===== config.mk =====
export PLATFORM = sky130hd
export DESIGN_NAME = tmr_pair
export DESIGN_NICKNAME = d
export VERILOG_FILES = /design/src/rtl/tmr_pkg.sv /design/src/rtl/tmr_prescaler.sv /design/src/rtl/tmr_cfg_reg.sv /design/src/rtl/tmr_channel.sv /design/src/rtl/tmr_pair.sv
export SDC_FILE = /design/constraint.sdc
export NUM_CORES = 1
export LEC_CHECK = 0
export ABC_AREA = 0
export CAP_MARGIN = 20
export CORE_MARGIN = 5
export CORE_UTILIZATION = 57
export DETAILED_ROUTE_END_ITERATION = 7
export DONT_BUFFER_PORTS = 1
export PLACE_DENSITY = 0.86
export SYNTH_ARGS = -nofsm -noshare
export SYNTH_HDL_FRONTEND = slang
export SYNTH_HIERARCHICAL = 1
export SYNTH_SLANG_ARGS = --single-unit

===== constraint.sdc =====
create_clock -name clk -period 1.95 [get_ports clk]
set_input_delay 0.2925 -clock clk [delete_from_list [all_inputs] [get_ports clk]]
set_output_delay 0.2925 -clock clk [all_outputs]
set_load 0.05 [all_outputs]

===== src/rtl/tmr_pkg.sv =====
package tmr_pkg;

    localparam int PRE_W = 6;

    typedef enum logic [0:0] {
        ST_HALT  = 1'b0,
        ST_COUNT = 1'b1
    } chan_state_e;

    typedef enum logic [1:0] {
        DIV2  = 2'd0,
        DIV8  = 2'd1,
        DIV32 = 2'd2,
        DIV64 = 2'd3
    } pre_sel_e;

    // terminal value of the divider count for a given select
    function automatic logic [PRE_W-1:0] pre_last(input logic [1:0] sel);
        logic [PRE_W-1:0] lim;
        unique case (pre_sel_e'(sel))
            DIV2:    lim = PRE_W'(1);
            DIV8:    lim = PRE_W'(7);
            DIV32:   lim = PRE_W'(31);
            DIV64:   lim = PRE_W'(63);
            default: lim = PRE_W'(1);
        endcase
        return lim;
    endfunction

endpackage


===== src/rtl/tmr_prescaler.sv =====
module tmr_prescaler
    import tmr_pkg::*;
(
    input  logic       clk,
    input  logic       rst,
    input  logic       run,
    input  logic [1:0] sel,
    output logic       tick
);

    logic [PRE_W-1:0] pre_q;
    logic [PRE_W-1:0] lim;

    always_comb begin
        lim  = pre_last(sel);
        tick = run && (pre_q >= lim);
    end

    always_ff @(posedge clk) begin
        if (rst) begin
            pre_q <= '0;
        end else if (run) begin
            if (tick) pre_q <= '0;
            else      pre_q <= pre_q + PRE_W'(1);
        end
    end

    AST_PRE_FREEZE: assert property (@(posedge clk) disable iff (rst)
        !run |=> $stable(pre_q));

    AST_TICK_SPACED: assert property (@(posedge clk) disable iff (rst)
        tick |=> !tick);

endmodule


===== src/rtl/tmr_cfg_reg.sv =====
module tmr_cfg_reg #(
    parameter int CNT_W = 10
) (
    input  logic             clk,
    input  logic             rst,
    input  logic             load,
    input  logic [CNT_W+1:0] data,
    output logic [CNT_W-1:0] period,
    output logic [1:0]       sel
);

    logic [CNT_W-1:0] period_q;
    logic [1:0]       sel_q;

    always_ff @(posedge clk) begin
        if (rst) begin
            period_q <= '0;
            sel_q    <= 2'd0;
        end else if (load) begin
            period_q <= data[CNT_W-1:0];
            sel_q    <= data[CNT_W+1:CNT_W];
        end
    end

    always_comb begin
        period = period_q;
        sel    = sel_q;
    end

    AST_CFG_HOLD: assert property (@(posedge clk) disable iff (rst)
        !load |=> $stable({period_q, sel_q}));

endmodule


===== src/rtl/tmr_channel.sv =====
module tmr_channel
    import tmr_pkg::*;
#(
    parameter int CNT_W = 10
) (
    input  logic             clk,
    input  logic             rst,
    input  logic             en_wr,
    input  logic             en_val,
    input  logic [CNT_W-1:0] period,
    input  logic [1:0]       sel,
    input  logic             clr,
    output logic [CNT_W-1:0] cnt,
    output logic             flag
);

    chan_state_e      state_q, state_d;
    logic             run;
    logic             tick;
    logic             at_top;
    logic             wrap;
    logic [CNT_W-1:0] cnt_q;
    logic             flag_q;

    // next-state logic: EN_ON and EN_OFF transitions
    always_comb begin
        state_d = state_q;
        unique case (state_q)
            ST_HALT:  if (en_wr && en_val)  state_d = ST_COUNT;
            ST_COUNT: if (en_wr && !en_val) state_d = ST_HALT;
            default:  state_d = ST_HALT;
        endcase
    end

    always_ff @(posedge clk) begin
        if (rst) state_q <= ST_HALT;
        else     state_q <= state_d;
    end

    assign run = (state_q == ST_COUNT);

    tmr_prescaler u_pre (
        .clk  (clk),
        .rst  (rst),
        .run  (run),
        .sel  (sel),
        .tick (tick)
    );

    always_comb begin
        at_top = (cnt_q == period);
        wrap   = tick && at_top;
    end

    always_ff @(posedge clk) begin
        if (rst) begin
            cnt_q <= '0;
        end else if (tick) begin
            if (at_top) cnt_q <= '0;
            else        cnt_q <= cnt_q + CNT_W'(1);
        end
    end

    // set has priority over clear
    always_ff @(posedge clk) begin
        if (rst)       flag_q <= 1'b0;
        else if (wrap) flag_q <= 1'b1;
        else if (clr)  flag_q <= 1'b0;
    end

    // output process
    always_comb begin
        cnt  = cnt_q;
        flag = flag_q;
    end

    AST_HALT_HOLDS: assert property (@(posedge clk) disable iff (rst)
        (state_q == ST_HALT) |=> $stable(cnt_q));

    AST_STEP_UP: assert property (@(posedge clk) disable iff (rst)
        (tick && !at_top) |=> (cnt_q == $past(cnt_q) + CNT_W'(1)));

    AST_WRAP_FLAG: assert property (@(posedge clk) disable iff (rst)
        wrap |=> (cnt_q == '0 && flag_q));

    AST_CLR_WINS_IDLE: assert property (@(posedge clk) disable iff (rst)
        (clr && !wrap) |=> !flag_q);

    AST_SET_BEATS_CLR: assert property (@(posedge clk) disable iff (rst)
        (clr && wrap) |=> flag_q);

    AST_FLAG_STICKY: assert property (@(posedge clk) disable iff (rst)
        (flag_q && !clr) |=> flag_q);

    AST_ZERO_PERIOD: assert property (@(posedge clk) disable iff (rst)
        (period == '0 && cnt_q == '0 && tick) |=> (cnt_q == '0 && flag_q));

endmodule


===== src/rtl/tmr_pair.sv =====
module tmr_pair #(
    parameter int CNT_W  = 10,
    parameter int NUM_CH = 2
) (
    input  logic                      clk,
    input  logic                      rst,
    input  logic                      wr_en,
    input  logic [$clog2(NUM_CH)-1:0] wr_sel,
    input  logic [CNT_W+2:0]          wr_data,
    input  logic [NUM_CH-1:0]         flag_clr,
    output logic [NUM_CH*CNT_W-1:0]   count_out,
    output logic [NUM_CH-1:0]         match_flag
);

    localparam int SEL_W  = $clog2(NUM_CH);
    localparam int EN_BIT = CNT_W + 2;

    for (genvar ch = 0; ch < NUM_CH; ch++) begin : g_ch
        logic             load;
        logic [CNT_W-1:0] period;
        logic [1:0]       sel;

        assign load = wr_en && (wr_sel == SEL_W'(ch));

        tmr_cfg_reg #(.CNT_W(CNT_W)) u_cfg (
            .clk    (clk),
            .rst    (rst),
            .load   (load),
            .data   (wr_data[CNT_W+1:0]),
            .period (period),
            .sel    (sel)
        );

        tmr_channel #(.CNT_W(CNT_W)) u_chan (
            .clk    (clk),
            .rst    (rst),
            .en_wr  (load),
            .en_val (wr_data[EN_BIT]),
            .period (period),
            .sel    (sel),
            .clr    (flag_clr[ch]),
            .cnt    (count_out[ch*CNT_W +: CNT_W]),
            .flag   (match_flag[ch])
        );
    end

    AST_RESET_CLEARS: assert property (@(posedge clk)
        rst |=> (count_out == '0 && match_flag == '0));

endmodule


==> qor.csv <==
metric,value,unit
finalSetupViolations,22,
ys_warn_count,6,
final_cells,447,
postRouteAntennaNets,0,
criticalPathCategory,flip-flop to flip-flop,
power_switching,637,uW
synth_cell_types,33,
placed_area,3330,sq um
syn_area,2940,sq um
cts_buffers,9,
synth_enable_flop_cells,0,
root_buffer,clkbuf_8,
row_count,26,
dp_cells,423,
fin_hold_ws,0.0195,ns
netlist_top_cells_area,"dfxtp_1, xnor2_1, mux2i_1",
die_h,81.8,microns
drive_above_1_share,29.2,%
rsz0062_at_grt,yes,
clockBufferDepth,2,
antenna_found_initial,0,
clk_pin_slew_worst_paths,0.07,ns
gp_congestion,0.836,
yosysTopAreaCell,dfxtp_1,
p_int,1950,uW
routed_wl,8390,microns
insertion_delay,0.34,ns
synth_seq_area_share,40.9,%
synth_top_family_by_area,simple AND/OR/NAND/NOR gates,
tritoncts,built,
synthSimpleGateAreaFrac,19.8,%
hp-start,rst,
diodes,0,
startpoint_type,flip-flop,
swShare,24.6,%
design.core.area,5040,sq um
numClockSinks,60,
synth.top_cell.area_share,40.9,%
io_buffer_count,0,
startpoint,g_ch[1].u_cfg/sel[1]$_SDFFE_PP0P_,
drt_iter0_markers,166,
nNetsFinal,401,
synthMuxAreaShare,9.54,%
required,2.17,ns
finalHoldViolCount,0,
vias_per_cell,5.81,
synth_xor_xnor_area_share,11.9,%
rr_startpoint,g_ch[1].u_cfg/sel[1]$_SDFFE_PP0P_,
seqPwrFrac,49.9,%
htreeDepth,3,
cp-end-kind,flip-flop,
violations,negative setup slack,
synth_compound_area_share,10.2,%
grt_usage,25.4,%
fin_crit,2.18,ns
grt_pass1_vias,2607,
dp_hpwl,4860,microns
die_area,6690,sq um
holdPathStages,1,
combPwrFrac,10.1,%
vias,2597,
slew_headroom,66.3,%
synth_cells,318,
utilization,75.3,%
tightest_slew,0.505,ns
synthTopCellsByCount,"dfxtp_1, nor2_1, xnor2_1, mux2i_1, nand2_1",
clkPwrFrac,40.0,%
fin_area,3800,sq um
routedWlPerCell,18.8,microns
cp_data_arrival_time,2.40,ns
grt_max_degree,39,
io_pins,41,
finalCritPeriodShare,112,%
cp_max_fo,5,
finalMaxSlewViolations,0,
ir_worst_vdd,865,uV
first_pass_iters,7,
ys_seq_elements,60,
grt_pass1_wl,12600,microns
areaGrowthSynthToFinish,29.4,%
synth_most_common_cell,dfxtp_1,
maxCapViolations,0,
synth_fa_ha_area_share,4.26,%
place_ws,-0.217,ns
skew,0.0129,ns
die_x,81.8,microns
p_leak,0.00153,uW
r2r_cells,11,
timing.fmax,0.459,GHz
synthArstFlopShare,0,%
p_per_area,681,nW/um^2
drc_errors,0,
avgSynthCellArea,9.23,sq um
synth-main-ff-cell,dfxtp_1,
status,"finished, violations left",
rrSetupSlack,-0.23,ns
start_util,58.2,%
synth.net_count,347,
r2r-end,g_ch[1].u_chan/cnt[3]$_SDFFE_PP0P_,
postLayoutSetupSlackWorst,-0.230,ns
hold_class,input port to flip-flop,
overflow,0,
[placed cells by master, fill, tap and decap left out, drive strengths merged, types with 4 or more instances in the layout]
master | netlist | routed
nand3 | 14 | 14
mux2i | 28 | 28
nand4 | 10 | 10
a21o | 10 | 10
xor2 | 4 | 4
nor2 | 58 | 58
dfxtp | 60 | 60
a21oi | 12 | 12
nand2 | 20 | 20
or3b | 4 | 4
inv | 12 | 12
ha | 10 | 10
nor3 | 6 | 6
xnor2 | 36 | 36
buf | 4 | 50
clkbuf | 4 | 15
[critical path: stages (launching register included)]
cell      delay, ns
dfxtp_4        0.39
inv_4          0.05
ha_4           0.27
nand3_2        0.08
a21oi_2        0.14
nand2_1        0.12
a21boi_2       0.22
buf_4          0.14
nand4_1        0.14
o31ai_4        0.27
buf_6          0.18
nor2_2         0.05
[per-stage QoR]
step | total power (uW) | setup TNS (ns)
finish | 2590 | -3.50
global route | 2680 | -5.01
CTS | 2560 | -0.420
detailed placement | 1530 | -2.89
global placement | 1510 | -0.337
floorplan | 1470 | 0
[sequential cells by signal, summed over array words and instances, names as in the netlist, named ones only]
register                 flops
g_ch.u_chan/flag             2
g_ch.u_chan/cnt             20
g_ch.u_cfg/sel               4
g_ch.u_cfg/period           20
g_ch.u_chan/u_pre/pre_q     12
[logic make-up after synthesis]
kind of cell,count (synthesis)
XOR/XNOR,40
flip-flops,60
adder cells (fa/ha/maj),10
AND/OR/NAND/NOR,124
multiplexers,28
AO/OA/AOI/OAI,36
buffers and inverters,20
[power groups by stage]
stage / sequential [uW] / combinational [uW] / clock [uW]
final: 1290 / 262 / 1030
after global routing: 1290 / 280 / 1110
after CTS: 1290 / 235 / 1030
after detailed placement: 1310 / 215 / 0
after global placement: 1310 / 202 / 0
after floorplan: 1310 / 165 / 0
[repair_timing]
item | CTS | global route
endpoints found under the setup margin | 22 | 22
hold buffers | 0 | 1
pin swaps | 13 | 14
buffers inserted | 5 | 2
endpoints found under the hold margin | 0 | 3
gates resized for setup | 32 | 16
[layout make-up]
type	instances	area, sq um
Multi-Input combinational cell	238	1860
Inverter	12	50.0
Clock inverter	1	5.00
Sequential cell	60	1210
Fill cell	269	1240
Tap cell	70	87.6
Timing Repair Buffer	51	413
Clock buffer	15	176
[worst max-delay path by stage]
stage | endpoint | slack, ns
floorplan | g_ch[0].u_chan/cnt[7]$_SDFFE_PP0P_ | 0.003
global placement | g_ch[1].u_chan/cnt[7]$_SDFFE_PP0P_ | -0.09
detailed placement | g_ch[1].u_chan/cnt[7]$_SDFFE_PP0P_ | -0.22
CTS | g_ch[1].u_chan/cnt[9]$_SDFFE_PP0P_ | -0.12
global route | g_ch[0].u_chan/cnt[8]$_SDFFE_PP0P_ | -0.27
finish | g_ch[1].u_chan/cnt[3]$_SDFFE_PP0P_ | -0.23
[per-layer routing]
metal | part of all wire, % | up-vias | global-route usage (%) | wire length, microns
li1 | - | 1202 | - | -
met1 | 36 | 1257 | 26.9 | 3020
met4 | 4.5 | 0 | 10.3 | 374
met3 | 7.9 | 37 | 9.32 | 661
met5 | 0 | - | 0 | 0
met2 | 52 | 101 | 45.2 | 4330
Power figures use the tool's default switching activity.
